$ cat config.mk
export PLATFORM = sky130hd
export DESIGN_NAME = ccd_region_tagger
export DESIGN_NICKNAME = d
export VERILOG_FILES = /design/src/rtl/ccd_tag_pkg.sv /design/src/rtl/ccd_pos_counter.sv /design/src/rtl/ccd_region_decode.sv /design/src/rtl/ccd_dark_avg.sv /design/src/rtl/ccd_region_tagger.sv
export SDC_FILE = /design/constraint.sdc
export NUM_CORES = 1
export LEC_CHECK = 0
export BUFFER_PORTS_ARGS = -buffer_cell sky130_fd_sc_hd__buf_2
export CORE_AREA = 8 8 162 164
export CTS_CLUSTER_SIZE = 28
export DETAILED_ROUTE_END_ITERATION = 12
export DIE_AREA = 0 0 170 172
export PLACE_DENSITY_LB_ADDON = 0.3
export SYNTH_ARGS = -nofsm -noshare
export SYNTH_HDL_FRONTEND = slang
export SYNTH_HIERARCHICAL = 1
export SYNTH_SLANG_ARGS = --single-unit
$ cat constraint.sdc
create_clock -name clk -period 8.6 [get_ports clk]
set_clock_uncertainty 0.2 [all_clocks]
set_input_delay 0.86 -clock clk [delete_from_list [all_inputs] [get_ports clk]]
set_output_delay 0.86 -clock clk [all_outputs]
set_load 0.05 [all_outputs]
$ cat src/rtl/ccd_tag_pkg.sv
package ccd_tag_pkg;

    typedef enum logic [2:0] {
        RGN_NONE  = 3'd0,
        RGN_DUMMY = 3'd1,
        RGN_TEST  = 3'd2,
        RGN_DARK  = 3'd3,
        RGN_BUF   = 3'd4,
        RGN_ACT   = 3'd5,
        RGN_SHLD  = 3'd6
    } region_e;

    typedef enum logic [1:0] {
        ROW_DARK,
        ROW_BUF,
        ROW_ACT,
        ROW_TEST
    } rowkind_e;

endpackage

$ cat src/rtl/ccd_pos_counter.sv
module ccd_pos_counter #(
    parameter int LINE_LEN    = 4145,
    parameter int FRAME_LINES = 4128,
    parameter int HW          = 13,
    parameter int VW          = 13
) (
    input  logic          clk,
    input  logic          rst_n,
    input  logic          pix_valid,
    input  logic          line_start,
    input  logic          frame_start,
    output logic          take,
    output logic          restart,
    output logic          abort,
    output logic [HW-1:0] hcur,
    output logic [VW-1:0] vcur
);
    localparam logic [HW-1:0] C_LAST = HW'(LINE_LEN);
    localparam logic [VW-1:0] C_ROWS = VW'(FRAME_LINES);

    typedef struct packed {
        logic [HW-1:0] h;
        logic [VW-1:0] v;
    } pos_t;

    pos_t pos_q, pos_d;
    logic open_line;

    always_comb begin
        open_line = (pos_q.h != '0) && (pos_q.h != C_LAST);
        take      = pix_valid && (line_start || open_line);
        restart   = pix_valid && line_start;
        abort     = pix_valid && line_start && open_line;
        hcur      = line_start ? HW'(1) : pos_q.h + HW'(1);
        if (line_start) begin
            if (frame_start)          vcur = VW'(1);
            else if (pos_q.v == C_ROWS) vcur = pos_q.v;
            else                      vcur = pos_q.v + VW'(1);
        end else begin
            vcur = pos_q.v;
        end
        pos_d = pos_q;
        if (take) begin
            pos_d.h = hcur;
            pos_d.v = vcur;
        end
    end

    always_ff @(posedge clk or negedge rst_n) begin
        if (!rst_n) pos_q <= '0;
        else        pos_q <= pos_d;
    end
endmodule

$ cat src/rtl/ccd_region_decode.sv
module ccd_region_decode
    import ccd_tag_pkg::*;
#(
    parameter int DUMMY_N     = 11,
    parameter int TEST_N      = 4,
    parameter int DARK_N      = 20,
    parameter int ACT_N       = 4096,
    parameter int TRAIL_N     = 9,
    parameter int TOP_DARK    = 20,
    parameter int ACT_ROWS    = 4096,
    parameter int TEST_ROWS   = 1,
    parameter int HW          = 13,
    parameter int VW          = 13,
    parameter int AXW         = 12,
    parameter int AYW         = 12
) (
    input  logic [HW-1:0] h,
    input  logic [VW-1:0] v,
    output region_e       region,
    output logic          in_win,
    output logic          win_last,
    output logic [AXW-1:0] ax,
    output logic [AYW-1:0] ay
);
    // column boundaries (last column of each span, 1-based)
    localparam logic [HW-1:0] C_DUM_END = HW'(DUMMY_N);
    localparam logic [HW-1:0] C_TST_END = HW'(DUMMY_N + TEST_N);
    localparam logic [HW-1:0] C_DRK_END = HW'(DUMMY_N + TEST_N + DARK_N);
    localparam logic [HW-1:0] C_BUF_L   = HW'(DUMMY_N + TEST_N + DARK_N + 1);
    localparam logic [HW-1:0] C_ACT0    = HW'(DUMMY_N + TEST_N + DARK_N + 2);
    localparam logic [HW-1:0] C_BUF_R   = HW'(DUMMY_N + TEST_N + DARK_N + ACT_N + 2);
    localparam logic [HW-1:0] C_SHD_END = HW'(DUMMY_N + TEST_N + DARK_N + ACT_N + 2 + TRAIL_N);
    // row boundaries
    localparam logic [VW-1:0] R_TD_END  = VW'(TOP_DARK);
    localparam logic [VW-1:0] R_BUF1    = VW'(TOP_DARK + 1);
    localparam logic [VW-1:0] R_ACT0    = VW'(TOP_DARK + 2);
    localparam logic [VW-1:0] R_ACT_END = VW'(TOP_DARK + 1 + ACT_ROWS);
    localparam logic [VW-1:0] R_BUF2    = VW'(TOP_DARK + 2 + ACT_ROWS);
    localparam logic [VW-1:0] R_TST_END = VW'(TOP_DARK + 2 + ACT_ROWS + TEST_ROWS);

    rowkind_e rk;

    always_comb begin
        if (v <= R_TD_END)       rk = ROW_DARK;
        else if (v == R_BUF1)    rk = ROW_BUF;
        else if (v <= R_ACT_END) rk = ROW_ACT;
        else if (v == R_BUF2)    rk = ROW_BUF;
        else if (v <= R_TST_END) rk = ROW_TEST;
        else                     rk = ROW_DARK;

        if (h <= C_DUM_END)      region = RGN_DUMMY;
        else if (h <= C_TST_END) region = RGN_TEST;
        else if (h <= C_DRK_END) region = RGN_DARK;
        else if (h <= C_BUF_R) begin
            unique case (rk)
                ROW_ACT:  region = (h == C_BUF_L || h == C_BUF_R) ? RGN_BUF : RGN_ACT;
                ROW_BUF:  region = RGN_BUF;
                ROW_TEST: region = RGN_TEST;
                default:  region = RGN_DARK;
            endcase
        end
        else if (h <= C_SHD_END) region = RGN_SHLD;
        else                     region = RGN_TEST;

        in_win   = (h > C_TST_END) && (h <= C_DRK_END);
        win_last = (h == C_DRK_END);
        ax = (region == RGN_ACT) ? AXW'(h - C_ACT0) : '0;
        ay = (region == RGN_ACT) ? AYW'(v - R_ACT0) : '0;
    end
endmodule

$ cat src/rtl/ccd_dark_avg.sv
module ccd_dark_avg #(
    parameter int DW     = 12,
    parameter int DARK_N = 20
) (
    input  logic          clk,
    input  logic          rst_n,
    input  logic          take,
    input  logic          restart,
    input  logic          in_win,
    input  logic          win_last,
    input  logic [DW-1:0] sample,
    output logic          fire,
    output logic [DW-1:0] avg
);
    localparam int SW = DW + $clog2(DARK_N + 1);

    typedef struct packed {
        logic [SW-1:0] sum;
    } acc_t;

    acc_t acc_q, acc_d;
    logic [SW-1:0] base, sum_new;

    always_comb begin
        base    = restart ? '0 : acc_q.sum;
        sum_new = base + (in_win ? SW'(sample) : '0);
        acc_d   = acc_q;
        if (take) acc_d.sum = sum_new;
        fire = take && win_last;
        avg  = DW'(sum_new / SW'(DARK_N));
    end

    always_ff @(posedge clk or negedge rst_n) begin
        if (!rst_n) acc_q <= '0;
        else        acc_q <= acc_d;
    end
endmodule

$ cat src/rtl/ccd_region_tagger.sv
module ccd_region_tagger
    import ccd_tag_pkg::*;
#(
    parameter int DW          = 12,
    parameter int DUMMY_N     = 11,
    parameter int TEST_N      = 4,
    parameter int DARK_N      = 20,
    parameter int ACT_N       = 4096,
    parameter int TRAIL_N     = 9,
    parameter int TAIL_TEST_N = 3,
    parameter int TOP_DARK    = 20,
    parameter int ACT_ROWS    = 4096,
    parameter int TEST_ROWS   = 1,
    parameter int BOT_DARK    = 9,
    localparam int AXW = (ACT_N > 1) ? $clog2(ACT_N) : 1,
    localparam int AYW = (ACT_ROWS > 1) ? $clog2(ACT_ROWS) : 1
) (
    input  logic           clk,
    input  logic           rst_n,
    input  logic           pix_valid,
    input  logic           line_start,
    input  logic           frame_start,
    input  logic [DW-1:0]  pix_data,
    output logic           out_valid,
    output logic [2:0]     out_region,
    output logic [DW-1:0]  out_data,
    output logic           act_valid,
    output logic [AXW-1:0] act_x,
    output logic [AYW-1:0] act_y,
    output logic           dark_valid,
    output logic [DW-1:0]  dark_avg,
    output logic           line_err
);
    localparam int LINE_LEN    = DUMMY_N + TEST_N + DARK_N + ACT_N + 2 + TRAIL_N + TAIL_TEST_N;
    localparam int FRAME_LINES = TOP_DARK + ACT_ROWS + 2 + TEST_ROWS + BOT_DARK;
    localparam int HW          = $clog2(LINE_LEN + 1);
    localparam int VW          = $clog2(FRAME_LINES + 1);

    typedef struct packed {
        logic           valid;
        region_e        region;
        logic [DW-1:0]  data;
        logic           act;
        logic [AXW-1:0] ax;
        logic [AYW-1:0] ay;
        logic           dvalid;
        logic [DW-1:0]  davg;
        logic           err;
    } out_t;

    logic           take, restart, abort, in_win, win_last, fire;
    logic [HW-1:0]  hcur;
    logic [VW-1:0]  vcur;
    region_e        rgn;
    logic [AXW-1:0] ax;
    logic [AYW-1:0] ay;
    logic [DW-1:0]  avg;
    out_t           o_q, o_d;

    ccd_pos_counter #(
        .LINE_LEN(LINE_LEN), .FRAME_LINES(FRAME_LINES), .HW(HW), .VW(VW)
    ) u_pos (
        .clk(clk), .rst_n(rst_n), .pix_valid(pix_valid), .line_start(line_start),
        .frame_start(frame_start), .take(take), .restart(restart), .abort(abort),
        .hcur(hcur), .vcur(vcur)
    );

    ccd_region_decode #(
        .DUMMY_N(DUMMY_N), .TEST_N(TEST_N), .DARK_N(DARK_N), .ACT_N(ACT_N),
        .TRAIL_N(TRAIL_N), .TOP_DARK(TOP_DARK), .ACT_ROWS(ACT_ROWS),
        .TEST_ROWS(TEST_ROWS), .HW(HW), .VW(VW), .AXW(AXW), .AYW(AYW)
    ) u_dec (
        .h(hcur), .v(vcur), .region(rgn), .in_win(in_win), .win_last(win_last),
        .ax(ax), .ay(ay)
    );

    ccd_dark_avg #(.DW(DW), .DARK_N(DARK_N)) u_dark (
        .clk(clk), .rst_n(rst_n), .take(take), .restart(restart), .in_win(in_win),
        .win_last(win_last), .sample(pix_data), .fire(fire), .avg(avg)
    );

    always_comb begin
        o_d        = o_q;
        o_d.valid  = take;
        o_d.region = take ? rgn : RGN_NONE;
        o_d.data   = take ? pix_data : '0;
        o_d.act    = take && (rgn == RGN_ACT);
        o_d.ax     = o_d.act ? ax : '0;
        o_d.ay     = o_d.act ? ay : '0;
        o_d.dvalid = fire;
        if (fire) o_d.davg = avg;
        o_d.err    = abort;
    end

    always_ff @(posedge clk or negedge rst_n) begin
        if (!rst_n) o_q <= '0;
        else        o_q <= o_d;
    end

    assign out_valid  = o_q.valid;
    assign out_region = o_q.region;
    assign out_data   = o_q.data;
    assign act_valid  = o_q.act;
    assign act_x      = o_q.ax;
    assign act_y      = o_q.ay;
    assign dark_valid = o_q.dvalid;
    assign dark_avg   = o_q.davg;
    assign line_err   = o_q.err;
endmodule

==> impl_metrics.toml, run 1 <==
[timing]
report.final.setup_viol = 0
finalCriticalPeriod_ps = 8240
slew_viol_final = 0
achievable-frequency_mhz = 121
layout_worst_path_cycle_share_pct = 95.9
max_slew_margin_pct = 30.0
max_slew.worst_pin.slew_ps = 1040
final-hold-violation-count = 0
worst_hold_check_slack_ps = 283

[drt]
via_cell_ratio = 5.52
route.detailed.drc = 0
ant_nets = 0
total_number_of_vias = 7529
detail_route.iter0.violations = 791
drt-pass1-iter-count = 6
wire_per_inst_um = 16.5
detailed_route_wl_mm = 22.6

[grt]
pin_count_of_the_biggest_net_entering_global_routing = 59
grt_pass1_vias = 7157
global_route_wire_length_before_repair_mm = 37.1
number_of_antenna_violations_at_the_first_check_in_global_routing = 2
globalRouteOverflowTotal = 0
global_route.usage.total_pct = 15.6

[synth]
synth-seq-cells = 98
syn-num-nets = 984
synth.yosys.seq_area_share_pct = 30.0
ys_dominant_reg_cell = "dfrtp_1"
synth.yosys.warnings = 6
post_synth_inst_count = 942
asyncSetResetFlopFracSynth_pct = 100
synthDistinctLibCells = 101
avgSynthCellArea_sq_um = 8.68
post_synth_instance_area_sq_um = 8180
synth-edff-count = 0

[cts]
tritoncts = "yes"
root_buffer = "clkbuf_16"
ctsHtreeMaxLevel = 3
cts_num_sinks = 98
worst_setup_hold_path_clk_slew_ps = 70
clock_path_buffers = 2
holdBufCountCts = 0
cts_inserted_buffers = 9
clk-insertion-delay-late_ps = 360

[critical_path]
worstSetupStartpointType = "register"
cpPeakStageDelay_ps = 520
crit-reg2reg-launch = "u_pos/pos_q[14]$_DFFE_PN0P_"
timing_worst_setup_path_type = "register to register"
crit_arrival_ps = 8290
critical_path.endpoint_type = "register"
cpMaxStageDelayCell = "or4_1"
critical_path.startpoint = "u_pos/pos_q[14]$_DFFE_PN0P_"
worstPathRequired_ps = 8640
crit_path_max_fanout = 8

[layout]
postLayoutCellArea_sq_um = 9600
nets = 1078
share_of_layout_cells_above_drive_strength_1_pct = 25.8
layout.cells.most_common = "dfrtp_1"
multiInputGateArea_sq_um = 5410
area.growth.synth_to_final_pct = 17.4
fillerInstances = 2421
diodes = 0
layout_common_cells = "dfrtp_1, buf_4, buf_2, nand2_1, nor2_1"
regArea_sq_um = 2450

[floorplan]
boundaryPins = 72
num_rows = 57
initial_core_util_pct = 34.3
die_y_um = 172
die_area_sq_um = 29200
placeableCoreArea_sq_um = 23800
die_w_um = 170

[power_and_ir_drop]
max-vdd-ir-drop_mv = 0.240
powerDensity_nw_per_um2 = 339
leakage_nw = 4.29

[placement]
finalWeightedCongestion = 0.879
post-dp-hpwl_mm = 16.9
placedInstanceArea_sq_um = 9070
port_buffers = 71

[outcome]
run_status = "complete, no violations"

[job]
maxCapViolCount = 0

[worst_hold_path]
hold_path_class = "input pin to async pin"
-- per-layer routing --
layer	GRT usage [%]	up-vias	wire length [um]
li1	-	3670	-
met1	20.6	3612	10300
met2	26.0	211	10800
met3	1.96	36	1050
met4	5.34	0	434
met5	0	-	0
-- Yosys cell counts (7+ instances only) --
library cell / count / area, sq um
nor2_1: 61 / 229
a211oi_1: 13 / 97.6
buf_6: 11 / 124
a21o_1: 13 / 97.6
nand3_1: 25 / 125
mux2i_1: 11 / 110
nand4_1: 16 / 100
buf_2: 7 / 35.0
nand2_1: 71 / 267
mux2_2: 27 / 304
o31ai_1: 14 / 105
nor3_1: 45 / 225
and2_1: 40 / 250
or3_1: 10 / 62.6
nand2b_1: 7 / 43.8
and3_1: 7 / 43.8
ha_1: 24 / 300
clkbuf_1: 34 / 128
a21oi_1: 46 / 230
nor4_1: 12 / 75.1
inv_1: 30 / 113
xor2_1: 15 / 131
and2_2: 20 / 150
nor2b_1: 21 / 131
a31oi_1: 11 / 68.8
xnor2_1: 33 / 289
o21ai_0: 43 / 215
dfrtp_1: 98 / 2450
o211ai_1: 7 / 52.6
o21a_1: 12 / 90.1
-- worst paths after layout --
check	cells past startpoint	slack, ps	to
setup reg to reg	32	360	dark_avg[0]$_DFFE_PN0P_
hold / removal	1	280	act_y[6]$_DFF_PN0_
min in group clk	1	300	u_dark/acc_q[2]$_DFFE_PN0P_
max in group asynchronous	2	6730	out_data[8]$_DFF_PN0_
setup / recovery	32	360	dark_avg[0]$_DFFE_PN0P_
hold reg to reg	1	300	u_dark/acc_q[2]$_DFFE_PN0P_
-- critical path: cells and delay by family, from the launching register on --
kind	cells	cell delay (ps)
compound gates	10	2920
simple gates	11	2410
fa+ha+maj	4	1110
buf+inv	4	510
mux	2	480
flops	1	420
xor+xnor	1	80
-- power by group --
group | total (mW) | switching [mW] | leakage, nW | internal (mW)
clock | 0.463 | 0.202 | 0.163 | 0.261
combinational | 2.23 | 1.31 | 2.82 | 0.921
sequential | 0.568 | 0.0506 | 1.31 | 0.518
total | 3.26 | 1.56 | 4.29 | 1.70
-- state kept, by name, summed over array words and instances, names as in the netlist --
name          cells
act_valid         1
act_x            12
act_y            12
dark_avg         12
dark_valid        1
line_err          1
out_data         12
out_region        3
out_valid         1
u_dark/acc_q     17
u_pos/pos_q      26
-- cell families (layout without fill, tap and decap cells) --
kind of cell,Yosys count,count (layout),synth area share [%]
simple gates,374,374,25.1
compound gates,255,255,23.0
flops,98,98,30.0
buf+inv,90,189,5.35
xor+xnor,50,50,5.54
mux,45,45,6.44
fa+ha+maj,30,30,4.56
-- final cells by class --
cell class	instances	share of cell area, %
inverter	32	1.25
sequential	98	25.5
tap	324	4.22
clock inverter	7	1.11
timing repair buffer	141	9.20
multi-input combinational	754	56.3
clock buffer	9	2.34
-- what timing repair did --
action	CTS	global route
endpoints found under the setup margin	0	3
buffers inserted	0	11
gates resized for setup	0	30
-- stage by stage --
stage / utilization, % / setup TNS, ps / total power [mW] / setup WS [ps] / cells
2_1_floorplan: - / 0 / 2.21 / 212 / 942
3_3_place_gp: 38.1 / 0 / 2.67 / 96.0 / 1338
3_5_place_dp: 38.1 / 0 / 2.67 / 49.6 / 1338
4_1_cts: 39.5 / 0 / 3.16 / 74.2 / 1354
5_1_grt: 40.3 / -153 / 3.53 / -78.3 / 1365
6_report: 40.3 / 0 / 3.26 / 355 / 1365
Note: power is estimated with default switching activity, not from simulation.
==> run 2: changes to the inputs <==
--- a/config.mk
+++ b/config.mk
@@ -10,6 +10,7 @@
 export CTS_CLUSTER_SIZE = 28
 export DETAILED_ROUTE_END_ITERATION = 12
 export DIE_AREA = 0 0 170 172
+export GPL_TIMING_DRIVEN = 0
 export PLACE_DENSITY_LB_ADDON = 0.3
 export SYNTH_ARGS = -nofsm -noshare
 export SYNTH_HDL_FRONTEND = slang
==> impl_metrics.toml, run 2 (synthesis results as in run 1) <==
[layout]
layout_common_cells = "dfrtp_1, buf_2, nand2_1, nor2_1, o21ai_0"
share_of_layout_cells_above_drive_strength_1_pct = 29.0
nets = 1102
diodes = 0
layout.cells.most_common = "dfrtp_1"
top_regs = "u_pos/pos_q x26, u_dark/acc_q x17"
postLayoutCellArea_sq_um = 10000
fillerInstances = 2399
max_flop_register = "u_pos/pos_q"
area.growth.synth_to_final_pct = 22.4
finalNonFillerCells = 1389
largest_register_ff_count = 26

[worst_hold_path]
worst_hold_startpoint = "dark_avg[10]$_DFFE_PN0P_"
hold_path_class = "register to register"
holdPathStages = 1
worstHoldEndpoint = "dark_avg[10]$_DFFE_PN0P_"

[power_and_ir_drop]
max-vdd-ir-drop_mv = 0.194
powerDensity_nw_per_um2 = 338
leakage_nw = 4.38

[critical_path]
timing.reg2reg.worst_path_depth = 34
crit-reg2reg-launch = "u_pos/pos_q[20]$_DFFE_PN0P_"
crit_family = "compound AO/OA/AOI/OAI gates"
cpMaxStageDelayCell = "o32a_1"
cpPeakStageDelay_ps = 450
worstPathRequired_ps = 8640
worstReg2RegEnd = "dark_avg[0]$_DFFE_PN0P_"
crit_path_max_fanout = 10
cp_common_cell = "buf_4"
crit_buf_inv = 7
timing_worst_setup_path_type = "input pin to register"
worst-r2r-setup-slack_ps = 310
worstSetupStartpointType = "input pin"
crit_arrival_ps = 8360
critical_path.endpoint_type = "register"

[floorplan]
die_y_um = 172
boundaryPins = 72
die_area_sq_um = 29200
die_w_um = 170
num_rows = 57
placeableCoreArea_sq_um = 23800
initial_core_util_pct = 34.3

[placement]
placement_stage_worst_setup_slack_ps = -1870
post-place-cells = 1338
port_buffers = 71
post-dp-hpwl_mm = 16.9
placedInstanceArea_sq_um = 8970
finalWeightedCongestion = 0.900

[drt]
ant_nets = 0
via_cell_ratio = 5.54
drt-pass1-iter-count = 5
detail_route.iter0.violations = 706
wire_per_inst_um = 17.0
detailed_route_wl_mm = 23.6
route.detailed.drc = 0
total_number_of_vias = 7699

[cts]
ctsHtreeMaxLevel = 3
worst_setup_hold_path_clk_slew_ps = 70
clock_path_buffers = 2
root_buffer = "clkbuf_16"
tritoncts = "yes"
clk-insertion-delay-late_ps = 350
cts_num_sinks = 98
cts_inserted_buffers = 9

[grt]
global_route.usage.total_pct = 15.7
global_route_wire_length_before_repair_mm = 37.4
globalRouteOverflowTotal = 0
grt_pass1_vias = 7121
pin_count_of_the_biggest_net_entering_global_routing = 52
number_of_antenna_violations_at_the_first_check_in_global_routing = 0

[timing]
achievable-frequency_mhz = 120
max_slew.worst_pin.slew_ps = 922
final-hold-violation-count = 0
layout_setup_ws_ps = 279
slew_viol_final = 0
finalCriticalPeriod_ps = 8320
report.final.setup_viol = 0
max_slew_margin_pct = 38.1
layout_worst_path_cycle_share_pct = 96.8

[outcome]
run_status = "complete, no violations"

[job]
maxCapViolCount = 0
==> run 2: cell types whose count changed in the layout (fill, tap and decap cells not counted), sizes merged <==
cell,before,now
clkinv,1,2
clkinvlp,0,3
inv,36,34
bufinv,2,0
o211ai,10,11
buf,141,130
clkbuf,9,43
==> run 2: worst max path at each step <==
| stage | start | end | slack, ps | cells after the start |
|---|---|---|---|---|
| 2_1_floorplan | line_start | dark_avg[1]$_DFFE_PN0P_ | 210 | 34 |
| 3_3_place_gp | line_start | dark_avg[0]$_DFFE_PN0P_ | -1830 | 34 |
| 3_5_place_dp | line_start | dark_avg[0]$_DFFE_PN0P_ | -1870 | 34 |
| 4_1_cts | u_pos/pos_q[13]$_DFFE_PN0P_ | dark_avg[0]$_DFFE_PN0P_ | 40 | 35 |
| 5_1_grt | u_pos/pos_q[20]$_DFFE_PN0P_ | dark_avg[0]$_DFFE_PN0P_ | -80 | 35 |
| 6_report | line_start | dark_avg[0]$_DFFE_PN0P_ | 280 | 34 |
==> run 2: routing by layer <==
metal / vias up / GRT usage (%) / part of all wire (%)
met4: 0 / 4.12 / 1.5
met1: 3709 / 20.6 / 44
met3: 34 / 2.76 / 4.9
met2: 236 / 26.5 / 50
met5: - / 0 / 0
li1: 3720 / - / -
==> run 2: final cells by class <==
| class | count | area, sq um | share of cell area (%) |
|---|---|---|---|
| Multi-Input combinational cell | 755 | 5740 | 57.3 |
| Inverter | 32 | 124 | 1.24 |
| Clock inverter | 7 | 51.3 | 0.512 |
| Timing Repair Buffer | 107 | 661 | 6.60 |
| Tap cell | 324 | 405 | 4.05 |
| Sequential cell | 98 | 2460 | 24.6 |
| Clock buffer | 9 | 225 | 2.25 |
| Buffer | 57 | 350 | 3.50 |
==> run 2: report_power, final <==
| group | switching (mW) | leakage, nW | total, mW | internal (mW) |
|---|---|---|---|---|
| Clock | 0.196 | 0.133 | 0.394 | 0.199 |
| Combinational | 1.42 | 2.95 | 2.43 | 1.01 |
| Sequential | 0.0353 | 1.30 | 0.554 | 0.519 |
==> run 2: stage by stage <==
stage	utilization [%]	total power [mW]	hold slack [ps]	setup TNS, ps
after floorplan	-	2.21	273	0
after global placement	37.5	2.61	281	-7520
after detailed placement	37.7	2.62	289	-7720
after CTS	39.8	3.13	305	0
after global routing	42.0	3.64	307	-138
final	42.0	3.38	301	0
==> run 2: repair_timing <==
action	in CTS	in global routing
resized for setup	46	72
endpoints found under the hold margin	0	0
hold buffers	0	0
cloned	0	1
pin swaps	6	27
buffers inserted	8	27
setup endpoints to repair	6	3
==> run 3: changes to the inputs <==
--- a/config.mk
+++ b/config.mk
@@ -5,6 +5,7 @@
 export SDC_FILE = /design/constraint.sdc
 export NUM_CORES = 1
 export LEC_CHECK = 0
+export ABC_AREA = 1
 export BUFFER_PORTS_ARGS = -buffer_cell sky130_fd_sc_hd__buf_2
 export CORE_AREA = 8 8 162 164
 export CTS_CLUSTER_SIZE = 28
==> impl_metrics.toml, run 3 <==
[placement]
placedInstanceArea_sq_um = 8960
finalWeightedCongestion = 0.886
port_buffers = 71
post-dp-hpwl_mm = 15.9

[floorplan]
num_rows = 57
die_w_um = 170
initial_core_util_pct = 34.3
boundaryPins = 72
die_y_um = 172
die_area_sq_um = 29200
placeableCoreArea_sq_um = 23800

[critical_path]
worstPathRequired_ps = 8630
critical_path.startpoint = "line_start"
cpMaxStageDelayCell = "fa_2"
timing_worst_setup_path_type = "input pin to register"
cp_common_cell = "nand2_1"
cpPeakStageDelay_ps = 350
critical_path.endpoint_type = "register"
crit_arrival_ps = 7830
timing.reg2reg.worst_path_depth = 74
worstSetupStartpointType = "input pin"
crit-reg2reg-launch = "u_pos/pos_q[14]$_DFFE_PN0P_"
crit_path_max_fanout = 10
worstReg2RegEnd = "dark_avg[0]$_DFFE_PN0P_"
crit_path_end = "dark_avg[0]$_DFFE_PN0P_"
worst-r2r-setup-slack_ps = 840

[outcome]
run_status = "complete, no violations"

[timing]
max_slew.worst_pin.slew_ps = 986
finalCriticalPeriod_ps = 7800
max_slew_margin_pct = 33.6
report.final.setup_viol = 0
slew_viol_final = 0
layout_worst_path_cycle_share_pct = 90.7
achievable-frequency_mhz = 128
final-hold-violation-count = 0

[synth]
most_instantiated_cells_after_synthesis = "nand2_1, inv_1, nand3_1"
synth-seq-cells = 98
ys_dominant_reg_cell = "dfrtp_1"
syn-num-nets = 1250
synthDistinctLibCells = 45
synth.yosys.warnings = 6
yosysTopAreaCellShare_pct = 30.0
yosys.cell_count.top_type = "nand2_1"
asyncSetResetFlopFracSynth_pct = 100
avgSynthCellArea_sq_um = 6.76
post-synth-top-area-cell = "dfrtp_1"
post_synth_instance_area_sq_um = 8170
most_area_consuming_cells_after_synthesis = "dfrtp_1, nand2_1, inv_1"
post_synth_inst_count = 1208
synth-edff-count = 0
synth.yosys.seq_area_share_pct = 30.0

[layout]
share_of_layout_cells_above_drive_strength_1_pct = 24.9
max_flop_register = "u_pos/pos_q"
diodes = 0
layout_common_cells = "nand2_1, inv_1, nand3_1, dfrtp_1, nor2_1"
largest_register_ff_count = 26
top_regs = "u_pos/pos_q x26, u_dark/acc_q x17"
area.growth.synth_to_final_pct = 16.4
nets = 1345
postLayoutCellArea_sq_um = 9510
layout.cells.most_common = "nand2_1"
fillerInstances = 2550

[cts]
worst_setup_hold_path_clk_slew_ps = 70
holdBufCountCts = 0
cts_inserted_buffers = 9
tritoncts = "yes"
clk-insertion-delay-late_ps = 360
clock_path_buffers = 2
ctsHtreeMaxLevel = 3
cts_num_sinks = 98
root_buffer = "clkbuf_16"

[grt]
global_route_wire_length_before_repair_mm = 34.1
grt_pass1_vias = 6894
global_route.usage.total_pct = 14.3
pin_count_of_the_biggest_net_entering_global_routing = 57
globalRouteOverflowTotal = 0
number_of_antenna_violations_at_the_first_check_in_global_routing = 0

[drt]
route.detailed.drc = 0
via_cell_ratio = 4.54
total_number_of_vias = 7416
detail_route.iter0.violations = 460
drt-pass1-iter-count = 5
wire_per_inst_um = 12.5
ant_nets = 0
detailed_route_wl_mm = 20.3

[power_and_ir_drop]
p_switching_mw = 1.06
powerDensity_nw_per_um2 = 232
power.share.clock_pct = 19.1
power.total_mw = 2.21
internal_power_mw = 1.14
max-vdd-ir-drop_mv = 0.178
power.switching_fraction_pct = 48.2
leakage_nw = 5.20
sequentialPowerShare_pct = 24.2
combPwrFrac_pct = 56.7

[worst_hold_path]
holdPathStages = 2
hold_path_class = "register to register"

[job]
maxCapViolCount = 0
[run 3: changes by cell type after synthesis, moves of 23 or more]
cell      change
nand2_1     +284
inv_1       +171
nand3_1      +77
nand2_2      +43
and2_1       -39
nor3_1       -31
clkbuf_1     -28
xnor2_1      -28
mux2_2       -27
a21oi_1      -23
nor2_1       +23
[run 3: power by group through the flow]
stage	combinational (mW)	sequential, mW	clock [mW]
finish	1.25	0.534	0.422
floorplan	0.943	0.590	0
global route	1.42	0.539	0.452
CTS	1.22	0.536	0.438
detailed placement	1.22	0.544	0
global placement	1.19	0.545	0
[run 3: cell type report]
type	instances	area (sq um)	area share, %
repair buffers	84	475	5.00
clock buffers	10	239	2.51
repair inverters	1	6.26	0.0658
inverters	222	847	8.91
plain buffers	24	213	2.24
clock inverters	6	63.8	0.671
multi-input cells	863	4800	50.5
flip-flops and latches	98	2450	25.8
well taps	324	405	4.26
[run 3: cells by family after synthesis]
family / Yosys count / share of synthesized area (%)
muxes: 1 / 0.123
xor gates and xnor gates: 28 / 3.00
DFF: 98 / 30.0
adders and majority gates: 25 / 3.92
buffers and inverters: 247 / 12.7
and+or+nand+nor: 707 / 43.0
AOI/OAI and AO/OA: 102 / 7.26
[run 3: worst min path at each step]
stage | startpoint | end
finish | u_dark/acc_q[9]$_DFFE_PN0P_ | u_dark/acc_q[9]$_DFFE_PN0P_
global route | u_dark/acc_q[9]$_DFFE_PN0P_ | u_dark/acc_q[9]$_DFFE_PN0P_
CTS | u_dark/acc_q[9]$_DFFE_PN0P_ | u_dark/acc_q[9]$_DFFE_PN0P_
detailed placement | u_dark/acc_q[3]$_DFFE_PN0P_ | u_dark/acc_q[3]$_DFFE_PN0P_
global placement | u_dark/acc_q[9]$_DFFE_PN0P_ | u_dark/acc_q[9]$_DFFE_PN0P_
floorplan | u_dark/acc_q[10]$_DFFE_PN0P_ | u_dark/acc_q[10]$_DFFE_PN0P_
[run 3: timing repair]
item / 4_1_cts / 5_1_grt
pin swaps: 0 / 9
resized for setup: 1 / 53
setup buffers: 0 / 12
gates cloned: 0 / 1
setup endpoints to repair: 2 / 3
[run 3: critical path: cells and delay by family]
family	cells	cell delay, ps
AOI/OAI and AO/OA	4	570
adders and majority gates	2	510
buffers and inverters	10	1050
and+or+nand+nor	55	4850
[run 3: metal layers]
layer  part of all wire, %  wire length (um)  track usage [%]  vias to the layer above
met4                   1.3               263             4.61                        0
met5                     0                 0                0                        -
met1                    50             10300             20.0                     3355
li1                      -                 -                -                     3925
met2                    44              8900             22.4                      122
met3                   4.5               921             1.89                       14
[run 3: per-stage QoR]
step / TNS, ps / utilization (%) / instances / setup slack [ps] / hold slack, ps
after floorplan: 0 / - / 1208 / 891 / 253
after global placement: -863 / 37.5 / 1603 / -543 / 269
after detailed placement: -1270 / 37.6 / 1604 / -681 / 276
after CTS: 0 / 38.9 / 1619 / 227 / 296
after global routing: -58.3 / 39.9 / 1632 / -58.3 / 323
final: 0 / 39.9 / 1632 / 803 / 294
